==> src/rtl/slns_pkg.sv <==
package slns_pkg;

   typedef enum logic [2:0] {
      OP_MUL  = 3'd0,
      OP_DIV  = 3'd1,
      OP_SQR  = 3'd2,
      OP_RCP  = 3'd3,
      OP_SQRT = 3'd4
   } slns_op_e;

   typedef struct packed {
      logic sgn;
      logic zero;
      logic ovf;
      logic inv;
   } slns_flags_t;

endpackage

==> src/rtl/slns_addsub.sv <==
module slns_addsub #(
   parameter int W   = 20,
   parameter bit SUB = 1'b0
) (
   input  logic [W-1:0] x,
   input  logic [W-1:0] y,
   output logic [W-1:0] r,
   output logic         ovf
);
   localparam logic [W-1:0] MAXV = {1'b0, {(W-1){1'b1}}};
   localparam logic [W-1:0] MINV = {1'b1, {(W-1){1'b0}}};

   logic [W:0] ext;

   generate
      if (SUB) begin : g_sub
         assign ext = {x[W-1], x} - {y[W-1], y};
      end else begin : g_add
         assign ext = {x[W-1], x} + {y[W-1], y};
      end
   endgenerate

   always_comb begin
      ovf = ext[W] ^ ext[W-1];
      if (!ovf)        r = ext[W-1:0];
      else if (ext[W]) r = MINV;
      else             r = MAXV;
   end
endmodule

==> src/rtl/slns_unary.sv <==
module slns_unary #(
   parameter int W = 20
) (
   input  logic [W-1:0] x,
   output logic [W-1:0] dbl,
   output logic         dbl_ovf,
   output logic [W-1:0] neg,
   output logic         neg_ovf,
   output logic [W-1:0] half
);
   localparam logic [W-1:0] MAXV = {1'b0, {(W-1){1'b1}}};
   localparam logic [W-1:0] MINV = {1'b1, {(W-1){1'b0}}};

   // doubling leaves range when the top two bits disagree
   assign dbl_ovf = x[W-1] ^ x[W-2];
   assign dbl     = dbl_ovf ? (x[W-1] ? MINV : MAXV) : {x[W-2:0], 1'b0};

   // only the most negative code has no positive counterpart
   assign neg_ovf = (x == MINV);
   assign neg     = neg_ovf ? MAXV : (W'(0) - x);

   assign half    = {x[W-1], x[W-1:1]};
endmodule

==> src/rtl/slns_mpu.sv <==
module slns_mpu #(
   parameter int LOG_W   = 20,
   parameter int FRAC_W  = 12,
   parameter bit REG_OUT = 1'b1
) (
   input  logic             clk,
   input  logic             rst_n,
   input  logic [2:0]       op_i,
   input  logic             a_sgn,
   input  logic             a_zero,
   input  logic [LOG_W-1:0] a_log,
   input  logic             b_sgn,
   input  logic             b_zero,
   input  logic [LOG_W-1:0] b_log,
   output logic             res_sgn,
   output logic             res_zero,
   output logic [LOG_W-1:0] res_log,
   output logic             res_ovf,
   output logic             res_inv
);
   import slns_pkg::*;

   localparam logic [LOG_W-1:0] MAXV = {1'b0, {(LOG_W-1){1'b1}}};

   initial begin
      assert (LOG_W >= 4) else $error("slns_mpu: LOG_W must be at least 4");
      assert (FRAC_W >= 0 && FRAC_W < LOG_W)
         else $error("slns_mpu: FRAC_W must lie below LOG_W");
   end

   slns_op_e op;
   assign op = slns_op_e'(op_i);

   logic [LOG_W-1:0] sum_log, dif_log, dbl_log, neg_log, half_log;
   logic             sum_ovf, dif_ovf, dbl_ovf, neg_ovf;

   slns_addsub #(.W(LOG_W), .SUB(1'b0)) u_add (
      .x(a_log), .y(b_log), .r(sum_log), .ovf(sum_ovf));

   slns_addsub #(.W(LOG_W), .SUB(1'b1)) u_sub (
      .x(a_log), .y(b_log), .r(dif_log), .ovf(dif_ovf));

   slns_unary #(.W(LOG_W)) u_una (
      .x(a_log), .dbl(dbl_log), .dbl_ovf(dbl_ovf),
      .neg(neg_log), .neg_ovf(neg_ovf), .half(half_log));

   slns_flags_t      nx_f;
   logic [LOG_W-1:0] nx_log;

   always_comb begin
      nx_f   = '0;
      nx_log = '0;
      case (op)
         OP_MUL: begin
            if (a_zero || b_zero) nx_f.zero = 1'b1;
            else begin
               nx_log   = sum_log;
               nx_f.ovf = sum_ovf;
               nx_f.sgn = a_sgn ^ b_sgn;
            end
         end
         OP_DIV: begin
            if (b_zero) begin
               nx_log   = MAXV;
               nx_f.ovf = 1'b1;
               nx_f.sgn = a_sgn ^ b_sgn;
            end else if (a_zero) nx_f.zero = 1'b1;
            else begin
               nx_log   = dif_log;
               nx_f.ovf = dif_ovf;
               nx_f.sgn = a_sgn ^ b_sgn;
            end
         end
         OP_SQR: begin
            if (a_zero) nx_f.zero = 1'b1;
            else begin
               nx_log   = dbl_log;
               nx_f.ovf = dbl_ovf;
            end
         end
         OP_RCP: begin
            nx_f.sgn = a_sgn;
            if (a_zero) begin
               nx_log   = MAXV;
               nx_f.ovf = 1'b1;
            end else begin
               nx_log   = neg_log;
               nx_f.ovf = neg_ovf;
            end
         end
         OP_SQRT: begin
            if (a_zero) nx_f.zero = 1'b1;
            else begin
               nx_log   = half_log;
               nx_f.inv = a_sgn;
            end
         end
         default: begin
            nx_log    = a_log;
            nx_f.sgn  = a_sgn;
            nx_f.zero = a_zero;
         end
      endcase
   end

   generate
      if (REG_OUT) begin : g_reg
         always_ff @(posedge clk or negedge rst_n) begin
            if (!rst_n) begin
               res_sgn  <= 1'b0;
               res_zero <= 1'b0;
               res_log  <= '0;
               res_ovf  <= 1'b0;
               res_inv  <= 1'b0;
            end else begin
               res_sgn  <= nx_f.sgn;
               res_zero <= nx_f.zero;
               res_log  <= nx_log;
               res_ovf  <= nx_f.ovf;
               res_inv  <= nx_f.inv;
            end
         end

         // unclamped product equals the operand log sum
         a_r2_mul_sum: assert property (@(posedge clk) disable iff (!rst_n)
            ($past(rst_n) && $past(op_i) == 3'd0 && !$past(a_zero) && !$past(b_zero) && !res_ovf)
               |-> res_log == ($past(a_log) + $past(b_log)));

         // sign of a product or quotient of nonzero operands
         a_r3_sign_xor: assert property (@(posedge clk) disable iff (!rst_n)
            ($past(rst_n) && $past(op_i) < 3'd2 && !$past(a_zero) && !$past(b_zero))
               |-> res_sgn == ($past(a_sgn) ^ $past(b_sgn)));

         // square root never overflows and flags negative operands
         a_r6_sqrt_flags: assert property (@(posedge clk) disable iff (!rst_n)
            ($past(rst_n) && $past(op_i) == 3'd4 && !$past(a_zero))
               |-> !res_ovf && res_inv == $past(a_sgn) && !res_sgn);

         // an overflowed result sits on a range end
         a_r7_ovf_clamped: assert property (@(posedge clk) disable iff (!rst_n)
            res_ovf |-> (res_log == MAXV || res_log == ~MAXV));

         // zero results carry no magnitude and no flags
         a_r8_zero_clean: assert property (@(posedge clk) disable iff (!rst_n)
            ($past(rst_n) && $past(op_i) < 3'd5 && res_zero)
               |-> res_log == '0 && !res_ovf && !res_inv && !res_sgn);

         // division by a zero operand always overflows
         a_r9_div_by_zero: assert property (@(posedge clk) disable iff (!rst_n)
            ($past(rst_n) && $past(op_i) == 3'd1 && $past(b_zero))
               |-> res_ovf && !res_zero);

         // pass-through opcodes raise no flag
         a_r10_pass_quiet: assert property (@(posedge clk) disable iff (!rst_n)
            ($past(rst_n) && $past(op_i) >= 3'd5)
               |-> !res_ovf && !res_inv && res_log == $past(a_log));
      end else begin : g_comb
         assign res_sgn  = nx_f.sgn;
         assign res_zero = nx_f.zero;
         assign res_log  = nx_log;
         assign res_ovf  = nx_f.ovf;
         assign res_inv  = nx_f.inv;
      end
   endgenerate
endmodule

==> config.mk <==
export PLATFORM = sky130hd
export DESIGN_NAME = slns_mpu
export DESIGN_NICKNAME = d
export VERILOG_FILES = /design/src/rtl/slns_pkg.sv /design/src/rtl/slns_addsub.sv /design/src/rtl/slns_unary.sv /design/src/rtl/slns_mpu.sv
export SDC_FILE = /design/constraint.sdc
export NUM_CORES = 1
export LEC_CHECK = 0
export ABC_AREA = 1
export BUFFER_PORTS_ARGS = -buffer_cell sky130_fd_sc_hd__buf_2
export CORE_AREA = 2 2 101 103
export DETAILED_ROUTE_END_ITERATION = 6
export DIE_AREA = 0 0 103 105
export PLACE_DENSITY = 0.76
export SLEW_MARGIN = 15
export SYNTH_ARGS = -nofsm -noshare
export SYNTH_HDL_FRONTEND = slang
export SYNTH_SLANG_ARGS = --single-unit
==> constraint.sdc <==
create_clock -name clk -period 0.8 [get_ports clk]
set_input_delay 0.08 -clock clk [delete_from_list [all_inputs] [get_ports clk]]
set_output_delay 0.08 -clock clk [all_outputs]
set_load 0.01 [all_outputs]
==> flow_results.xml, run 1 <==
<?xml version="1.0" encoding="UTF-8"?>
<metrics>
  <group name="placed_design">
    <metric name="place.gp.congestion" unit="">1.02</metric>
    <metric name="dp_slack" unit="ns">-1.36</metric>
    <metric name="place.detailed.hpwl" unit="mm">17.5</metric>
    <metric name="dpl.cell_count" unit="">1266</metric>
    <metric name="portBuffers" unit="">72</metric>
  </group>
  <group name="die">
    <metric name="initial_utilization" unit="">0.544</metric>
    <metric name="rows" unit="">36</metric>
    <metric name="die_y" unit="um">105</metric>
    <metric name="top_level_ports" unit="">73</metric>
    <metric name="die_w" unit="um">103</metric>
  </group>
  <group name="sta">
    <metric name="worst_path_end_type" unit="">sequential cell input</metric>
    <metric name="grt-worst-endpoint" unit="">res_log[19]$_DFF_PN0_/D</metric>
  </group>
  <group name="logic_synthesis">
    <metric name="postSynth.asyncResetShare" unit="">1.00</metric>
    <metric name="ys_types" unit="">45</metric>
    <metric name="synth.top_cell.area_share" unit="">0.165</metric>
    <metric name="synthesis.nets" unit="">972</metric>
    <metric name="yosys_warnings" unit="">0</metric>
    <metric name="number_of_enable_type_register_cells_in_the_synthesized_netlist" unit="">0</metric>
    <metric name="synth_area_leader_cell" unit="">sky130_fd_sc_hd__nand2_1</metric>
    <metric name="synth_flop_cell" unit="">sky130_fd_sc_hd__dfrtp_1</metric>
    <metric name="postSynthAreaPerCell" unit="um^2">5.98</metric>
    <metric name="yosys.cell_count.top_type" unit="">sky130_fd_sc_hd__nand2_1</metric>
    <metric name="proportion_of_synthesized_chip_area_in_sequential_cells" unit="">0.115</metric>
    <metric name="number_of_register_bits_inferred_by_synthesis" unit="">24</metric>
    <metric name="synth.cells.most_frequent" unit="">sky130_fd_sc_hd__nand2_1, sky130_fd_sc_hd__inv_1, sky130_fd_sc_hd__nor2_1</metric>
    <metric name="mappedNetlistArea" unit="mm^2">0.00524</metric>
    <metric name="post_synth_main_area_contributors" unit="">sky130_fd_sc_hd__nand2_1, sky130_fd_sc_hd__dfrtp_1, sky130_fd_sc_hd__ha_1</metric>
    <metric name="netlist_instances" unit="">876</metric>
  </group>
  <group name="clocking">
    <metric name="tritoncts_num_sinks" unit="">24</metric>
    <metric name="clock_tree.htree_level_count" unit="">1</metric>
    <metric name="cts-root-buf" unit="">sky130_fd_sc_hd__clkbuf_8</metric>
    <metric name="clock_path_buffers" unit="">2</metric>
    <metric name="numCtsBuffers" unit="">3</metric>
  </group>
  <group name="grt">
    <metric name="grt_max_degree" unit="">25</metric>
    <metric name="groute.usage.overall" unit="">0.753</metric>
    <metric name="remaining_global_route_overflow" unit="">5</metric>
  </group>
  <group name="run_status">
    <metric name="tool.error" unit="">[ERROR GRT-0232] Routing congestion too high. Check the congestion heatmap in the GUI.</metric>
    <metric name="stop_stage" unit="">global routing (5_1_grt)</metric>
    <metric name="outcome" unit="">stopped before the end</metric>
  </group>
</metrics>
## logic make-up after synthesis
group,count (synthesis),synth area share
buf+inv,155,0.132
flops,24,0.115
xor+xnor,40,0.0668
fa+ha+maj,47,0.115
compound gates,122,0.142
simple gates,488,0.430
## metal layers
metal / global-route usage / GRT overflow
met5: 0.385 / 0
met2: 0.864 / 2
met3: 0.696 / 0
met4: 0.683 / 3
met1: 0.751 / 0
## through the flow
step | TNS, ns | instance area (um^2) | hold WS [ns]
after global placement | -26.44 | 7650 | 0.0334
after CTS | -20.56 | 8260 | 0.0303
after floorplan | -19.67 | 5740 | -0.216
after detailed placement | -28.14 | 7650 | 0.0332
## timing repair
item                       CTS
pin swaps                   48
hold endpoints to repair    24
setup endpoints to repair   46
buffers inserted            16
hold buffers                 1
gates resized for setup    106
gates cloned                 4
==> run 2: changes to the inputs <==
--- a/config.mk
+++ b/config.mk
@@ -7,10 +7,10 @@
 export LEC_CHECK = 0
 export ABC_AREA = 1
 export BUFFER_PORTS_ARGS = -buffer_cell sky130_fd_sc_hd__buf_2
-export CORE_AREA = 2 2 101 103
+export CORE_AREA = 2 2 118 120
 export DETAILED_ROUTE_END_ITERATION = 6
-export DIE_AREA = 0 0 103 105
-export PLACE_DENSITY = 0.76
+export DIE_AREA = 0 0 120 122
+export PLACE_DENSITY_LB_ADDON = 0.15
 export SLEW_MARGIN = 15
 export SYNTH_ARGS = -nofsm -noshare
 export SYNTH_HDL_FRONTEND = slang
==> run 2 against run 1 <==
Synthesized cell count is the same. The flow now finishes, with violations (negative setup slack). Synthesized area unchanged.
==> flow_results.xml, run 2 <==
<?xml version="1.0" encoding="UTF-8"?>
<metrics>
  <group name="clocking">
    <metric name="tritoncts_num_sinks" unit="">24</metric>
    <metric name="clock_path_buffers" unit="">2</metric>
    <metric name="clock_transition_at_the_registers_of_the_reported_paths" unit="ns">0.06</metric>
    <metric name="tritoncts" unit="">yes</metric>
    <metric name="cts-root-buf" unit="">sky130_fd_sc_hd__clkbuf_16</metric>
    <metric name="clock_tree.htree_level_count" unit="">1</metric>
    <metric name="numCtsBuffers" unit="">3</metric>
  </group>
  <group name="sta">
    <metric name="layout_worst_path_cycle_share" unit="">2.28</metric>
    <metric name="period_minus_slack" unit="ns">1.82</metric>
    <metric name="finalSetupViolations" unit="">46</metric>
    <metric name="layout_setup_ws" unit="ns">-1.02</metric>
    <metric name="transition_time_at_the_pin_with_the_least_slew_margin" unit="ns">0.495</metric>
    <metric name="report.final.slew_viol_count" unit="">0</metric>
    <metric name="max_clock_freq" unit="MHz">548</metric>
    <metric name="max_slew_margin" unit="">0.667</metric>
    <metric name="holdWs" unit="ns">0.0729</metric>
    <metric name="hold_viol_final" unit="">0</metric>
    <metric name="tns" unit="ns">-21.58</metric>
    <metric name="rsz0062_at_grt" unit="">true</metric>
  </group>
  <group name="grt">
    <metric name="globalRouteMet3Util" unit="">0.0159</metric>
    <metric name="grt-busiest-layer" unit="">met2</metric>
    <metric name="initial_antenna_violation_count" unit="">0</metric>
    <metric name="groute.usage.overall" unit="">0.304</metric>
    <metric name="first_global_vias" unit="">7117</metric>
    <metric name="grt_max_degree" unit="">25</metric>
    <metric name="grt_first_pass_wirelength" unit="mm">35.1</metric>
    <metric name="remaining_global_route_overflow" unit="">0</metric>
    <metric name="grt.met1_usage" unit="">0.378</metric>
    <metric name="globalRouteMet2Util" unit="">0.551</metric>
  </group>
  <group name="die">
    <metric name="initial_utilization" unit="">0.388</metric>
    <metric name="floorplan.core_area" unit="mm^2">0.0135</metric>
    <metric name="die_w" unit="um">120</metric>
    <metric name="top_level_ports" unit="">73</metric>
    <metric name="die_y" unit="um">122</metric>
    <metric name="rows" unit="">43</metric>
    <metric name="dieArea" unit="mm^2">0.0146</metric>
  </group>
  <group name="final_layout">
    <metric name="finish.net_count" unit="">1302</metric>
    <metric name="largest-register" unit="">res_log</metric>
    <metric name="most-common-layout-cells" unit="">sky130_fd_sc_hd__buf_4, sky130_fd_sc_hd__nand2_1, sky130_fd_sc_hd__inv_1, sky130_fd_sc_hd__nor2_1, sky130_fd_sc_hd__nand2_2</metric>
    <metric name="layout.cells.most_common" unit="">sky130_fd_sc_hd__buf_4</metric>
    <metric name="antenna_cells" unit="">0</metric>
    <metric name="largest_register_ffs" unit="">20</metric>
    <metric name="layout.area.seq" unit="um^2">601</metric>
    <metric name="area.growth.synth_to_final" unit="%">78.4</metric>
    <metric name="layout-drive-gt1-share" unit="">0.517</metric>
    <metric name="nFillCells" unit="">1124</metric>
    <metric name="area_used_by_multi_input_combinational_logic" unit="mm^2">0.00509</metric>
  </group>
  <group name="flow_run">
    <metric name="max-cap-violations" unit="">0</metric>
  </group>
  <group name="worst_setup_path">
    <metric name="timing.critical_path.max_delay_family" unit="">simple AND/OR/NAND/NOR gates</metric>
    <metric name="timing.critical_path.cells" unit="">buf_12 &gt; ha_4 &gt; fa_2 &gt; nand3_2 &gt; nand2_4 &gt; nand2_4 &gt; nand3_4 &gt; nand2_4 &gt; nand2_4 &gt; nand2_4 &gt; nand2_8 &gt; a21oi_4 &gt; buf_4 &gt; a21oi_2 &gt; nand3_1</metric>
    <metric name="peak_fanout_along_the_critical_path" unit="">6</metric>
    <metric name="critPathSlowestCell" unit="">sky130_fd_sc_hd__fa_2</metric>
    <metric name="critPathMaxStageDelay" unit="ns">0.39</metric>
    <metric name="worstPathRequired" unit="ns">0.99</metric>
    <metric name="element_type_at_the_critical_path_end" unit="">register</metric>
    <metric name="arrival" unit="ns">2.02</metric>
    <metric name="path_buf_inv" unit="">2</metric>
    <metric name="timing.setup.critical_path_class" unit="">in -&gt; reg</metric>
    <metric name="crit_top_cell" unit="">sky130_fd_sc_hd__nand2_4</metric>
    <metric name="crit_path_start_kind" unit="">primary input</metric>
  </group>
  <group name="placed_design">
    <metric name="place.gp.congestion" unit="">0.969</metric>
    <metric name="dp_slack" unit="ns">-1.38</metric>
    <metric name="place.detailed.hpwl" unit="mm">17.7</metric>
    <metric name="portBuffers" unit="">72</metric>
  </group>
  <group name="power">
    <metric name="power_density_of_the_placed_cells" unit="mW/mm^2">1050</metric>
    <metric name="ir_worst_vdd" unit="mV">0.595</metric>
    <metric name="fin_total_pwr" unit="mW">9.79</metric>
    <metric name="power.static_leakage" unit="nW">4.64</metric>
  </group>
  <group name="detailed_routing">
    <metric name="totalWireLength" unit="mm">22.7</metric>
    <metric name="post_drt_wl_per_cell" unit="um">16.4</metric>
    <metric name="detailroute.via_count" unit="">7226</metric>
    <metric name="drt-initial-drc-count" unit="">605</metric>
    <metric name="drt_first_pass_iters" unit="">5</metric>
    <metric name="drt_drc_violations_left" unit="">0</metric>
    <metric name="antenna_violating_nets_post_route" unit="">0</metric>
    <metric name="avgViaCountPerCell" unit="">5.22</metric>
  </group>
  <group name="logic_synthesis">
    <metric name="synth.cells.most_frequent" unit="">sky130_fd_sc_hd__nand2_1, sky130_fd_sc_hd__inv_1, sky130_fd_sc_hd__nor2_1</metric>
    <metric name="yosys_warnings" unit="">0</metric>
    <metric name="synth.top_cell.area_share" unit="">0.165</metric>
    <metric name="synthesis.nets" unit="">972</metric>
    <metric name="number_of_enable_type_register_cells_in_the_synthesized_netlist" unit="">0</metric>
    <metric name="netlist_instances" unit="">876</metric>
    <metric name="proportion_of_synthesized_chip_area_in_sequential_cells" unit="">0.115</metric>
    <metric name="postSynthAreaPerCell" unit="um^2">5.98</metric>
    <metric name="postSynth.asyncResetShare" unit="">1.00</metric>
    <metric name="post_synth_main_area_contributors" unit="">sky130_fd_sc_hd__nand2_1, sky130_fd_sc_hd__dfrtp_1, sky130_fd_sc_hd__ha_1</metric>
    <metric name="mappedNetlistArea" unit="mm^2">0.00524</metric>
    <metric name="yosys.cell_count.top_type" unit="">sky130_fd_sc_hd__nand2_1</metric>
    <metric name="ys_types" unit="">45</metric>
    <metric name="synth_flop_cell" unit="">sky130_fd_sc_hd__dfrtp_1</metric>
    <metric name="synth_area_leader_cell" unit="">sky130_fd_sc_hd__nand2_1</metric>
    <metric name="number_of_register_bits_inferred_by_synthesis" unit="">24</metric>
  </group>
  <group name="run_status">
    <metric name="outcome" unit="">finished with violations</metric>
    <metric name="violations_in_the_final_reports" unit="">negative setup slack</metric>
  </group>
  <group name="hold_path">
    <metric name="hp-class" unit="">in -&gt; reg</metric>
  </group>
</metrics>
## run 2: layer usage
layer / share of wire / vias to the layer above / routed length [um]
li1: - / 3539 / -
met1: 0.41 / 3337 / 9360
met2: 0.50 / 283 / 11300
met3: 0.048 / 67 / 1100
met4: 0.040 / 0 / 897
met5: 0 / - / 0
## run 2: tightest hold or removal path, stage by stage
cell and delay [ns]:
sky130_fd_sc_hd__buf_2 0.11, sky130_fd_sc_hd__nand2_1 0.07, sky130_fd_sc_hd__nor2_2 0.04
## run 2: repair_timing
item | 4_1_cts | 5_1_grt
hold endpoints to repair | 24 | 0
gates resized for setup | 188 | 82
pin swaps | 68 | 77
hold buffers | 1 | 0
setup endpoints to repair | 47 | 47
setup buffers | 37 | 12
cloned | 6 | 0
## run 2: power breakdown
part	internal [mW]	switching (mW)	leakage [nW]
sequential	1.36	0.0657	0.296
clock	0.767	0.467	0.0442
combinational	3.34	3.78	4.30
total	5.47	4.31	4.64
## run 2: final timing paths
| path | start | endpoint | slack [ns] | depth (start not counted) |
|---|---|---|---|---|
| max in group asynchronous | rst_n | res_sgn | 0.37 | 3 |
| worst min-delay path | a_sgn | res_inv | 0.07 | 3 |
| min in group asynchronous | rst_n | res_log[0] | 0.28 | 3 |
| worst max-delay path | a_log[0] | res_log[0] | -1.02 | 15 |
## run 2: kinds of logic (layout without fill, tap and decap cells)
group | Yosys count | in the layout | synth area share
AO/OA/AOI/OAI | 122 | 122 | 0.142
XOR/XNOR | 40 | 40 | 0.0668
adder cells (fa/ha/maj) | 47 | 47 | 0.115
buffers and inverters | 155 | 482 | 0.132
flip-flops | 24 | 24 | 0.115
AND/OR/NAND/NOR | 488 | 490 | 0.430
## run 2: layout make-up
type,instances,area share
sequential,24,0.0642
tap,180,0.0241
inverter,122,0.0539
timing repair inverter,2,0.00161
multi-input combinational,699,0.544
timing repair buffer,354,0.303
clock buffer,4,0.00950
## run 2: through the flow
step	instance area [um^2]	util	std cells
6_report	9350	0.693	1385
5_1_grt	9350	0.693	1385
4_1_cts	8960	0.663	1376
3_5_place_dp	7840	0.581	1329
3_3_place_gp	7840	0.581	1329
2_1_floorplan	5740	-	876
Note: power is estimated with default switching activity, not from simulation.
==> run 3: changes to the inputs <==
--- a/config.mk
+++ b/config.mk
@@ -5,11 +5,11 @@
 export SDC_FILE = /design/constraint.sdc
 export NUM_CORES = 1
 export LEC_CHECK = 0
-export ABC_AREA = 1
+export ABC_AREA = 0
 export BUFFER_PORTS_ARGS = -buffer_cell sky130_fd_sc_hd__buf_2
-export CORE_AREA = 2 2 118 120
+export CORE_AREA = 2 2 107 109
 export DETAILED_ROUTE_END_ITERATION = 6
-export DIE_AREA = 0 0 120 122
+export DIE_AREA = 0 0 109 111
 export PLACE_DENSITY_LB_ADDON = 0.15
 export SLEW_MARGIN = 15
 export SYNTH_ARGS = -nofsm -noshare
==> run 3 against run 2 <==
The run still ends with negative setup slack left. Total power shrank 15%. Hold slack gained 0.010 ns. Clock power grew 4%. Core utilization shrank 0.80 points. Via count shrank 20%. Maximum frequency shrank 27%. Sequential cell count is the same. Sequential share of layout area grew 1.5 points. Synthesized cell count shrank 33%. Worst setup slack lost 0.67 ns. Die area shrank 17%.
==> flow_results.xml, run 3 <==
<?xml version="1.0" encoding="UTF-8"?>
<metrics>
  <group name="run_status">
    <metric name="outcome" unit="">finished with violations</metric>
    <metric name="violations_in_the_final_reports" unit="">negative setup slack</metric>
  </group>
  <group name="die">
    <metric name="die_y" unit="um">111</metric>
    <metric name="floorplan.core_area" unit="mm^2">0.0111</metric>
    <metric name="die_w" unit="um">109</metric>
    <metric name="dieArea" unit="mm^2">0.0121</metric>
    <metric name="initial_utilization" unit="">0.390</metric>
    <metric name="rows" unit="">39</metric>
    <metric name="top_level_ports" unit="">73</metric>
  </group>
  <group name="logic_synthesis">
    <metric name="ys_types" unit="">68</metric>
    <metric name="synth_area_leader_cell" unit="">sky130_fd_sc_hd__dfrtp_1</metric>
    <metric name="yosys.cell_count.top_type" unit="">sky130_fd_sc_hd__nor2_1</metric>
    <metric name="netlist_instances" unit="">587</metric>
    <metric name="number_of_enable_type_register_cells_in_the_synthesized_netlist" unit="">0</metric>
    <metric name="postSynth.asyncResetShare" unit="">1.00</metric>
    <metric name="synth.cells.most_frequent" unit="">sky130_fd_sc_hd__nor2_1, sky130_fd_sc_hd__o21ai_0, sky130_fd_sc_hd__ha_1</metric>
    <metric name="number_of_register_bits_inferred_by_synthesis" unit="">24</metric>
    <metric name="synth_flop_cell" unit="">sky130_fd_sc_hd__dfrtp_1</metric>
    <metric name="mappedNetlistArea" unit="mm^2">0.00432</metric>
    <metric name="synth.top_cell.area_share" unit="">0.139</metric>
    <metric name="post_synth_main_area_contributors" unit="">sky130_fd_sc_hd__dfrtp_1, sky130_fd_sc_hd__ha_1, sky130_fd_sc_hd__xnor2_1</metric>
    <metric name="proportion_of_synthesized_chip_area_in_sequential_cells" unit="">0.139</metric>
    <metric name="yosys_warnings" unit="">0</metric>
    <metric name="postSynthAreaPerCell" unit="um^2">7.35</metric>
    <metric name="synthesis.nets" unit="">683</metric>
  </group>
  <group name="grt">
    <metric name="grt_first_pass_wirelength" unit="mm">28.6</metric>
    <metric name="first_global_vias" unit="">5603</metric>
    <metric name="initial_antenna_violation_count" unit="">0</metric>
    <metric name="grt_max_degree" unit="">25</metric>
    <metric name="remaining_global_route_overflow" unit="">0</metric>
    <metric name="groute.usage.overall" unit="">0.298</metric>
  </group>
  <group name="clocking">
    <metric name="clock_tree.htree_level_count" unit="">1</metric>
    <metric name="numCtsBuffers" unit="">3</metric>
    <metric name="tritoncts_num_sinks" unit="">24</metric>
    <metric name="tritoncts" unit="">yes</metric>
    <metric name="clock_transition_at_the_registers_of_the_reported_paths" unit="ns">0.07</metric>
    <metric name="cts-root-buf" unit="">sky130_fd_sc_hd__clkbuf_16</metric>
    <metric name="clock_path_buffers" unit="">2</metric>
  </group>
  <group name="worst_setup_path">
    <metric name="peak_fanout_along_the_critical_path" unit="">6</metric>
    <metric name="timing.setup.critical_path_class" unit="">in -&gt; reg</metric>
    <metric name="crit_path_start_kind" unit="">primary input</metric>
    <metric name="element_type_at_the_critical_path_end" unit="">register</metric>
    <metric name="arrival" unit="ns">2.62</metric>
    <metric name="worstPathRequired" unit="ns">0.92</metric>
  </group>
  <group name="sta">
    <metric name="max_clock_freq" unit="MHz">401</metric>
    <metric name="layout_setup_ws" unit="ns">-1.69</metric>
    <metric name="period_minus_slack" unit="ns">2.49</metric>
    <metric name="tns" unit="ns">-35.17</metric>
    <metric name="finalSetupViolations" unit="">45</metric>
    <metric name="hold_viol_final" unit="">0</metric>
    <metric name="layout_worst_path_cycle_share" unit="">3.12</metric>
    <metric name="rsz0062_at_grt" unit="">true</metric>
    <metric name="transition_time_at_the_pin_with_the_least_slew_margin" unit="ns">0.557</metric>
    <metric name="report.final.slew_viol_count" unit="">0</metric>
    <metric name="max_slew_margin" unit="">0.629</metric>
  </group>
  <group name="flow_run">
    <metric name="max-cap-violations" unit="">0</metric>
  </group>
  <group name="final_layout">
    <metric name="layout.cells.most_common" unit="">sky130_fd_sc_hd__buf_4</metric>
    <metric name="finish.net_count" unit="">962</metric>
    <metric name="largest-register" unit="">res_log</metric>
    <metric name="layout-drive-gt1-share" unit="">0.484</metric>
    <metric name="final_area" unit="mm^2">0.00758</metric>
    <metric name="area.growth.synth_to_final" unit="%">75.7</metric>
    <metric name="stdcell_count" unit="">1008</metric>
    <metric name="antenna_cells" unit="">0</metric>
    <metric name="nFillCells" unit="">901</metric>
    <metric name="largest_register_ffs" unit="">20</metric>
    <metric name="most-common-layout-cells" unit="">sky130_fd_sc_hd__buf_4, sky130_fd_sc_hd__buf_2, sky130_fd_sc_hd__nor2_1, sky130_fd_sc_hd__o21ai_0, sky130_fd_sc_hd__a21oi_1</metric>
  </group>
  <group name="power">
    <metric name="power.static_leakage" unit="nW">3.43</metric>
    <metric name="fin_total_pwr" unit="mW">8.31</metric>
    <metric name="power_density_of_the_placed_cells" unit="mW/mm^2">1100</metric>
    <metric name="ir_worst_vdd" unit="mV">0.873</metric>
  </group>
  <group name="detailed_routing">
    <metric name="drt_first_pass_iters" unit="">6</metric>
    <metric name="drt-initial-drc-count" unit="">456</metric>
    <metric name="avgViaCountPerCell" unit="">5.75</metric>
    <metric name="post_drt_wl_per_cell" unit="um">18.8</metric>
    <metric name="routed-wl-met2" unit="mm">8.82</metric>
    <metric name="detailroute.via_count" unit="">5799</metric>
    <metric name="antenna_violating_nets_post_route" unit="">0</metric>
    <metric name="drt_drc_violations_left" unit="">0</metric>
    <metric name="wl_met1" unit="mm">7.96</metric>
    <metric name="totalWireLength" unit="mm">19.0</metric>
    <metric name="top_layer_in_use" unit="">met4</metric>
    <metric name="routed-wl-met3" unit="mm">1.37</metric>
  </group>
  <group name="hold_path">
    <metric name="timing.hold.worst.start" unit="">a_sgn</metric>
    <metric name="hp-class" unit="">in -&gt; reg</metric>
    <metric name="endpoint_worst_hold" unit="">res_inv</metric>
    <metric name="min_path_cells" unit="">2</metric>
  </group>
  <group name="placed_design">
    <metric name="detailed_place.area" unit="mm^2">0.00643</metric>
    <metric name="place.detailed.hpwl" unit="mm">13.8</metric>
    <metric name="dp_slack" unit="ns">-2.21</metric>
    <metric name="place.gp.congestion" unit="">0.916</metric>
    <metric name="dpl.cell_count" unit="">983</metric>
    <metric name="portBuffers" unit="">72</metric>
  </group>
</metrics>
[run 3: worst max-delay path by stage]
stage / slack [ns] / cells past startpoint / endpoint / start
2_1_floorplan: -1.69 / 11 / res_log[18] / a_log[0]
3_3_place_gp: -2.18 / 15 / res_log[17] / a_log[0]
3_5_place_dp: -2.21 / 15 / res_log[9] / a_log[0]
4_1_cts: -1.67 / 16 / res_log[9] / b_log[5]
5_1_grt: -1.73 / 14 / res_log[12] / a_log[0]
6_report: -1.69 / 15 / res_log[11] / a_log[5]
[run 3: kinds of logic (layout without fill, tap and decap cells)]
group                      count (synthesis)  count (layout)  synth area share
AOI/OAI and AO/OA                        207             207             0.326
xor gates and xnor gates                  49              50             0.103
adders and majority gates                 47              47             0.140
buffers and inverters                     73             350            0.0719
DFF                                       24              24             0.139
muxes                                      1               1           0.00261
and+or+nand+nor                          186             186             0.218
[run 3: final cells by class]
cell class | instances | area (um^2) | share of cell area
multi-input cells | 491 | 4150 | 0.547
repair buffers | 308 | 2420 | 0.319
flip-flops and latches | 24 | 601 | 0.0792
well taps | 143 | 179 | 0.0236
inverters | 38 | 151 | 0.0200
clock buffers | 4 | 88.8 | 0.0117
[run 3: timing repair]
action	in CTS	in global routing
endpoints found under the setup margin	45	47
endpoints found under the hold margin	24	0
pin swaps	48	33
hold buffers	1	0
setup buffers	13	5
resized for setup	75	78
gates cloned	2	3
[run 3: layer usage]
metal,track usage,vias up
met1,0.401,2764
met2,0.490,291
met5,0,-
li1,-,2685
met4,0.102,0
met3,0.0335,59
[run 3: power breakdown]
group / switching [mW] / leakage (nW) / total (mW) / internal, mW
combinational: 2.86 / 3.09 / 5.61 / 2.75
sequential: 0.0653 / 0.290 / 1.42 / 1.36
clock: 0.514 / 0.0442 / 1.28 / 0.768
total: 3.44 / 3.43 / 8.31 / 4.87
[run 3: through the flow]
step           hold slack, ns  utilization
3_5_place_dp           0.0423        0.581
6_report               0.0828        0.685
5_1_grt                 0.106        0.685
4_1_cts                0.0894        0.637
2_1_floorplan          -0.216            -
3_3_place_gp           0.0341        0.581
[run 3: critical path, cell delays in order]
cell and delay, ns:
sky130_fd_sc_hd__buf_6 0.10, sky130_fd_sc_hd__ha_4 0.25, sky130_fd_sc_hd__buf_6 0.12, sky130_fd_sc_hd__nand4_1 0.22, sky130_fd_sc_hd__nor2_2 0.09, sky130_fd_sc_hd__o21ai_2 0.12, sky130_fd_sc_hd__a31oi_4 0.14, sky130_fd_sc_hd__a311oi_2 0.32
sky130_fd_sc_hd__buf_4 0.18, sky130_fd_sc_hd__mux2_4 0.31, sky130_fd_sc_hd__o21ai_4 0.15, sky130_fd_sc_hd__buf_12 0.15, sky130_fd_sc_hd__buf_12 0.12, sky130_fd_sc_hd__o21bai_4 0.12, sky130_fd_sc_hd__a41oi_2 0.14
==> run 4: changes to the inputs <==
--- a/config.mk
+++ b/config.mk
@@ -7,11 +7,12 @@
 export LEC_CHECK = 0
 export ABC_AREA = 0
 export BUFFER_PORTS_ARGS = -buffer_cell sky130_fd_sc_hd__buf_2
-export CORE_AREA = 2 2 107 109
+export CORE_AREA = 2 2 123 125
 export DETAILED_ROUTE_END_ITERATION = 6
-export DIE_AREA = 0 0 109 111
+export DIE_AREA = 0 0 125 127
 export PLACE_DENSITY_LB_ADDON = 0.15
 export SLEW_MARGIN = 15
 export SYNTH_ARGS = -nofsm -noshare
 export SYNTH_HDL_FRONTEND = slang
+export SYNTH_HIERARCHICAL = 1
 export SYNTH_SLANG_ARGS = --single-unit
==> run 4 against run 3 <==
Via count is 20% higher. The flow still finishes with violations (negative setup slack). Sequential cell count stayed put. Hold slack better by 0.014 ns. Maximum frequency is 6.8% lower. Worst setup slack worse by 0.18 ns. Synthesized area is 33% higher. Largest power group unchanged. Count of clock-buffer cells in the layout stayed put. First-iteration DRC count is 27% higher. Largest cell class unchanged. Core utilization is 12 points lower. Combinational power is 15% higher.
==> flow_results.xml, run 4 <==
<?xml version="1.0" encoding="UTF-8"?>
<metrics>
  <group name="final_layout">
    <metric name="most-common-layout-cells" unit="">sky130_fd_sc_hd__buf_4, sky130_fd_sc_hd__buf_2, sky130_fd_sc_hd__o21ai_0, sky130_fd_sc_hd__a21oi_1, sky130_fd_sc_hd__inv_1</metric>
    <metric name="finish.net_count" unit="">1146</metric>
    <metric name="antenna_cells" unit="">0</metric>
    <metric name="largest-register" unit="">res_log</metric>
    <metric name="stdcell_count" unit="">1233</metric>
    <metric name="layout.area.seq" unit="um^2">601</metric>
    <metric name="layout-drive-gt1-share" unit="">0.380</metric>
    <metric name="nFillCells" unit="">1354</metric>
    <metric name="area.growth.synth_to_final" unit="%">41.8</metric>
    <metric name="area_used_by_multi_input_combinational_logic" unit="mm^2">0.00465</metric>
    <metric name="layout.cells.most_common" unit="">sky130_fd_sc_hd__buf_4</metric>
    <metric name="final_area" unit="mm^2">0.00815</metric>
    <metric name="largest_register_ffs" unit="">20</metric>
  </group>
  <group name="grt">
    <metric name="groute.usage.overall" unit="">0.259</metric>
    <metric name="grt_first_pass_wirelength" unit="mm">33.9</metric>
    <metric name="initial_antenna_violation_count" unit="">0</metric>
    <metric name="remaining_global_route_overflow" unit="">0</metric>
    <metric name="grt_max_degree" unit="">31</metric>
    <metric name="first_global_vias" unit="">6732</metric>
  </group>
  <group name="worst_setup_path">
    <metric name="worstPathRequired" unit="ns">0.98</metric>
    <metric name="crit_path_start_kind" unit="">primary input</metric>
    <metric name="timing.setup.critical_path_class" unit="">in -&gt; reg</metric>
    <metric name="arrival" unit="ns">2.86</metric>
    <metric name="peak_fanout_along_the_critical_path" unit="">6</metric>
    <metric name="element_type_at_the_critical_path_end" unit="">register</metric>
  </group>
  <group name="clocking">
    <metric name="tritoncts_num_sinks" unit="">24</metric>
    <metric name="clock_tree.htree_level_count" unit="">1</metric>
    <metric name="cts-root-buf" unit="">sky130_fd_sc_hd__clkbuf_16</metric>
    <metric name="tritoncts" unit="">yes</metric>
    <metric name="clock_path_buffers" unit="">2</metric>
    <metric name="clock_transition_at_the_registers_of_the_reported_paths" unit="ns">0.07</metric>
    <metric name="numCtsBuffers" unit="">3</metric>
  </group>
  <group name="sta">
    <metric name="hold_viol_final" unit="">0</metric>
    <metric name="finalSetupViolations" unit="">45</metric>
    <metric name="max_clock_freq" unit="MHz">374</metric>
    <metric name="max_slew_margin" unit="">0.663</metric>
    <metric name="report.final.slew_viol_count" unit="">0</metric>
    <metric name="rsz0062_at_grt" unit="">true</metric>
    <metric name="transition_time_at_the_pin_with_the_least_slew_margin" unit="ns">0.500</metric>
    <metric name="layout_worst_path_cycle_share" unit="">3.35</metric>
    <metric name="layout_setup_ws" unit="ns">-1.88</metric>
    <metric name="holdWs" unit="ns">0.0965</metric>
    <metric name="period_minus_slack" unit="ns">2.68</metric>
  </group>
  <group name="logic_synthesis">
    <metric name="netlist_instances" unit="">801</metric>
    <metric name="mappedNetlistArea" unit="mm^2">0.00575</metric>
    <metric name="synth_fa_ha_area_frac" unit="">0.122</metric>
    <metric name="synth_flop_cell" unit="">sky130_fd_sc_hd__dfrtp_1</metric>
    <metric name="synth.top_cell.area_share" unit="">0.104</metric>
    <metric name="postSynth.asyncResetShare" unit="">1.00</metric>
    <metric name="synth_mux_area_frac" unit="">0.0144</metric>
    <metric name="number_of_enable_type_register_cells_in_the_synthesized_netlist" unit="">0</metric>
    <metric name="synth_compound_gate_area_share" unit="">0.352</metric>
    <metric name="post_synth_xor_area_fraction" unit="">0.0579</metric>
    <metric name="yosys.cell_count.top_type" unit="">sky130_fd_sc_hd__o21ai_0</metric>
    <metric name="postSynthAreaPerCell" unit="um^2">7.18</metric>
    <metric name="proportion_of_synthesized_chip_area_in_sequential_cells" unit="">0.104</metric>
    <metric name="yosys_warnings" unit="">6</metric>
    <metric name="synthesis.nets" unit="">897</metric>
    <metric name="dominant_combinational_cell_family_by_area_after_synthesis" unit="">compound AO/OA/AOI/OAI gates</metric>
    <metric name="synth.cells.most_frequent" unit="">sky130_fd_sc_hd__o21ai_0, sky130_fd_sc_hd__a21oi_1, sky130_fd_sc_hd__inv_1</metric>
    <metric name="synth_area_leader_cell" unit="">sky130_fd_sc_hd__dfrtp_1</metric>
    <metric name="ys_types" unit="">81</metric>
    <metric name="yosys.area_share.simple" unit="">0.220</metric>
    <metric name="number_of_register_bits_inferred_by_synthesis" unit="">24</metric>
    <metric name="post_synth_main_area_contributors" unit="">sky130_fd_sc_hd__dfrtp_1, sky130_fd_sc_hd__ha_1, sky130_fd_sc_hd__o21ai_0</metric>
  </group>
  <group name="placed_design">
    <metric name="dpl.cell_count" unit="">1214</metric>
    <metric name="portBuffers" unit="">72</metric>
    <metric name="place.gp.congestion" unit="">0.924</metric>
    <metric name="place.detailed.hpwl" unit="mm">17.1</metric>
    <metric name="detailed_place.area" unit="mm^2">0.00772</metric>
  </group>
  <group name="power">
    <metric name="ir_worst_vdd" unit="mV">0.718</metric>
    <metric name="power_density_of_the_placed_cells" unit="mW/mm^2">1120</metric>
    <metric name="fin_total_pwr" unit="mW">9.16</metric>
    <metric name="power.static_leakage" unit="nW">3.89</metric>
  </group>
  <group name="detailed_routing">
    <metric name="detailroute.via_count" unit="">6945</metric>
    <metric name="drt-initial-drc-count" unit="">579</metric>
    <metric name="post_drt_wl_per_cell" unit="um">17.3</metric>
    <metric name="totalWireLength" unit="mm">21.4</metric>
    <metric name="drt_drc_violations_left" unit="">0</metric>
    <metric name="antenna_violating_nets_post_route" unit="">0</metric>
    <metric name="avgViaCountPerCell" unit="">5.63</metric>
    <metric name="drt_first_pass_iters" unit="">5</metric>
  </group>
  <group name="die">
    <metric name="initial_utilization" unit="">0.399</metric>
    <metric name="rows" unit="">44</metric>
    <metric name="die_y" unit="um">127</metric>
    <metric name="dieArea" unit="mm^2">0.0159</metric>
    <metric name="die_w" unit="um">125</metric>
    <metric name="floorplan.core_area" unit="mm^2">0.0144</metric>
    <metric name="top_level_ports" unit="">73</metric>
  </group>
  <group name="flow_run">
    <metric name="max-cap-violations" unit="">0</metric>
  </group>
  <group name="run_status">
    <metric name="violations_in_the_final_reports" unit="">negative setup slack</metric>
    <metric name="outcome" unit="">finished with violations</metric>
  </group>
  <group name="hold_path">
    <metric name="hp-class" unit="">in -&gt; reg</metric>
  </group>
</metrics>
run 4: changes by cell type after synthesis, moves of 10 or more:
cell                       delta
sky130_fd_sc_hd__a21o_1      +20
sky130_fd_sc_hd__a21oi_1     +23
sky130_fd_sc_hd__a22oi_1     +22
sky130_fd_sc_hd__buf_2       +10
sky130_fd_sc_hd__buf_4       +21
sky130_fd_sc_hd__inv_1       +23
sky130_fd_sc_hd__nand2_1     +17
sky130_fd_sc_hd__nand2b_1    -11
sky130_fd_sc_hd__nor2_1      -10
sky130_fd_sc_hd__nor2b_1     +31
sky130_fd_sc_hd__o21ai_0     +36
sky130_fd_sc_hd__o21ai_1     +16
sky130_fd_sc_hd__o21bai_1    -19
run 4: area by class of cell:
cell class	count	share of cell area
repair buffers	317	0.290
clock buffers	4	0.0109
well taps	184	0.0282
flip-flops and latches	24	0.0737
inverters	58	0.0267
multi-input cells	646	0.571
run 4: repair_timing:
item / CTS / global route
gates resized for setup: 41 / 28
hold endpoints to repair: 24 / 0
setup buffers: 6 / 7
endpoints found under the setup margin: 45 / 47
pin swaps: 12 / 16
hold buffers: 1 / 0
cloned: 0 / 1
run 4: through the flow:
| step | utilization | setup slack (ns) | TNS [ns] |
|---|---|---|---|
| after floorplan | - | -1.89 | -38.39 |
| after global placement | 0.535 | -2.25 | -45.93 |
| after detailed placement | 0.535 | -2.25 | -46.99 |
| after CTS | 0.553 | -1.88 | -39.40 |
| after global routing | 0.565 | -1.95 | -41.79 |
| final | 0.565 | -1.88 | -39.38 |
run 4: path summary, 6_finish.rpt:
kind | from | endpoint | slack (ns) | cells past startpoint
setup / recovery | a_log[0] | res_log[15] | -1.88 | 16
hold / removal | a_sgn | res_sgn | 0.1 | 3
max in group asynchronous | rst_n | res_log[13] | 0.37 | 3
min in group asynchronous | rst_n | res_zero | 0.27 | 3
run 4: critical path: stages:
cell                      delay (ns)
sky130_fd_sc_hd__buf_6          0.07
sky130_fd_sc_hd__inv_1          0.04
sky130_fd_sc_hd__ha_2           0.18
sky130_fd_sc_hd__fa_2           0.38
sky130_fd_sc_hd__and2b_2        0.26
sky130_fd_sc_hd__o31ai_4        0.07
sky130_fd_sc_hd__a21oi_2        0.23
sky130_fd_sc_hd__a22oi_2        0.11
sky130_fd_sc_hd__o41ai_4        0.25
sky130_fd_sc_hd__buf_4          0.21
sky130_fd_sc_hd__a21oi_4        0.06
sky130_fd_sc_hd__buf_4          0.15
sky130_fd_sc_hd__o21ai_1        0.23
sky130_fd_sc_hd__nor2b_2        0.21
sky130_fd_sc_hd__o21ai_2        0.08
sky130_fd_sc_hd__a41oi_1        0.24
run 4: cell families after synthesis:
family / after synthesis
mux: 8
simple gates: 228
flops: 24
buf+inv: 132
compound gates: 315
fa+ha+maj: 56
xor+xnor: 38
run 4: layer usage:
layer / wire length, um / up-vias / part of all wire / track usage
li1: - / 3382 / - / -
met1: 9680 / 3260 / 0.45 / 0.352
met2: 9840 / 258 / 0.46 / 0.428
met3: 1190 / 45 / 0.056 / 0.0264
met4: 643 / 0 / 0.030 / 0.0895
met5: 0 / - / 0 / 0
run 4: power by group:
part	internal, mW	total (mW)	switching [mW]
combinational	3.18	6.45	3.27
clock	0.769	1.30	0.526
sequential	1.35	1.42	0.0657
total	5.30	9.16	3.87
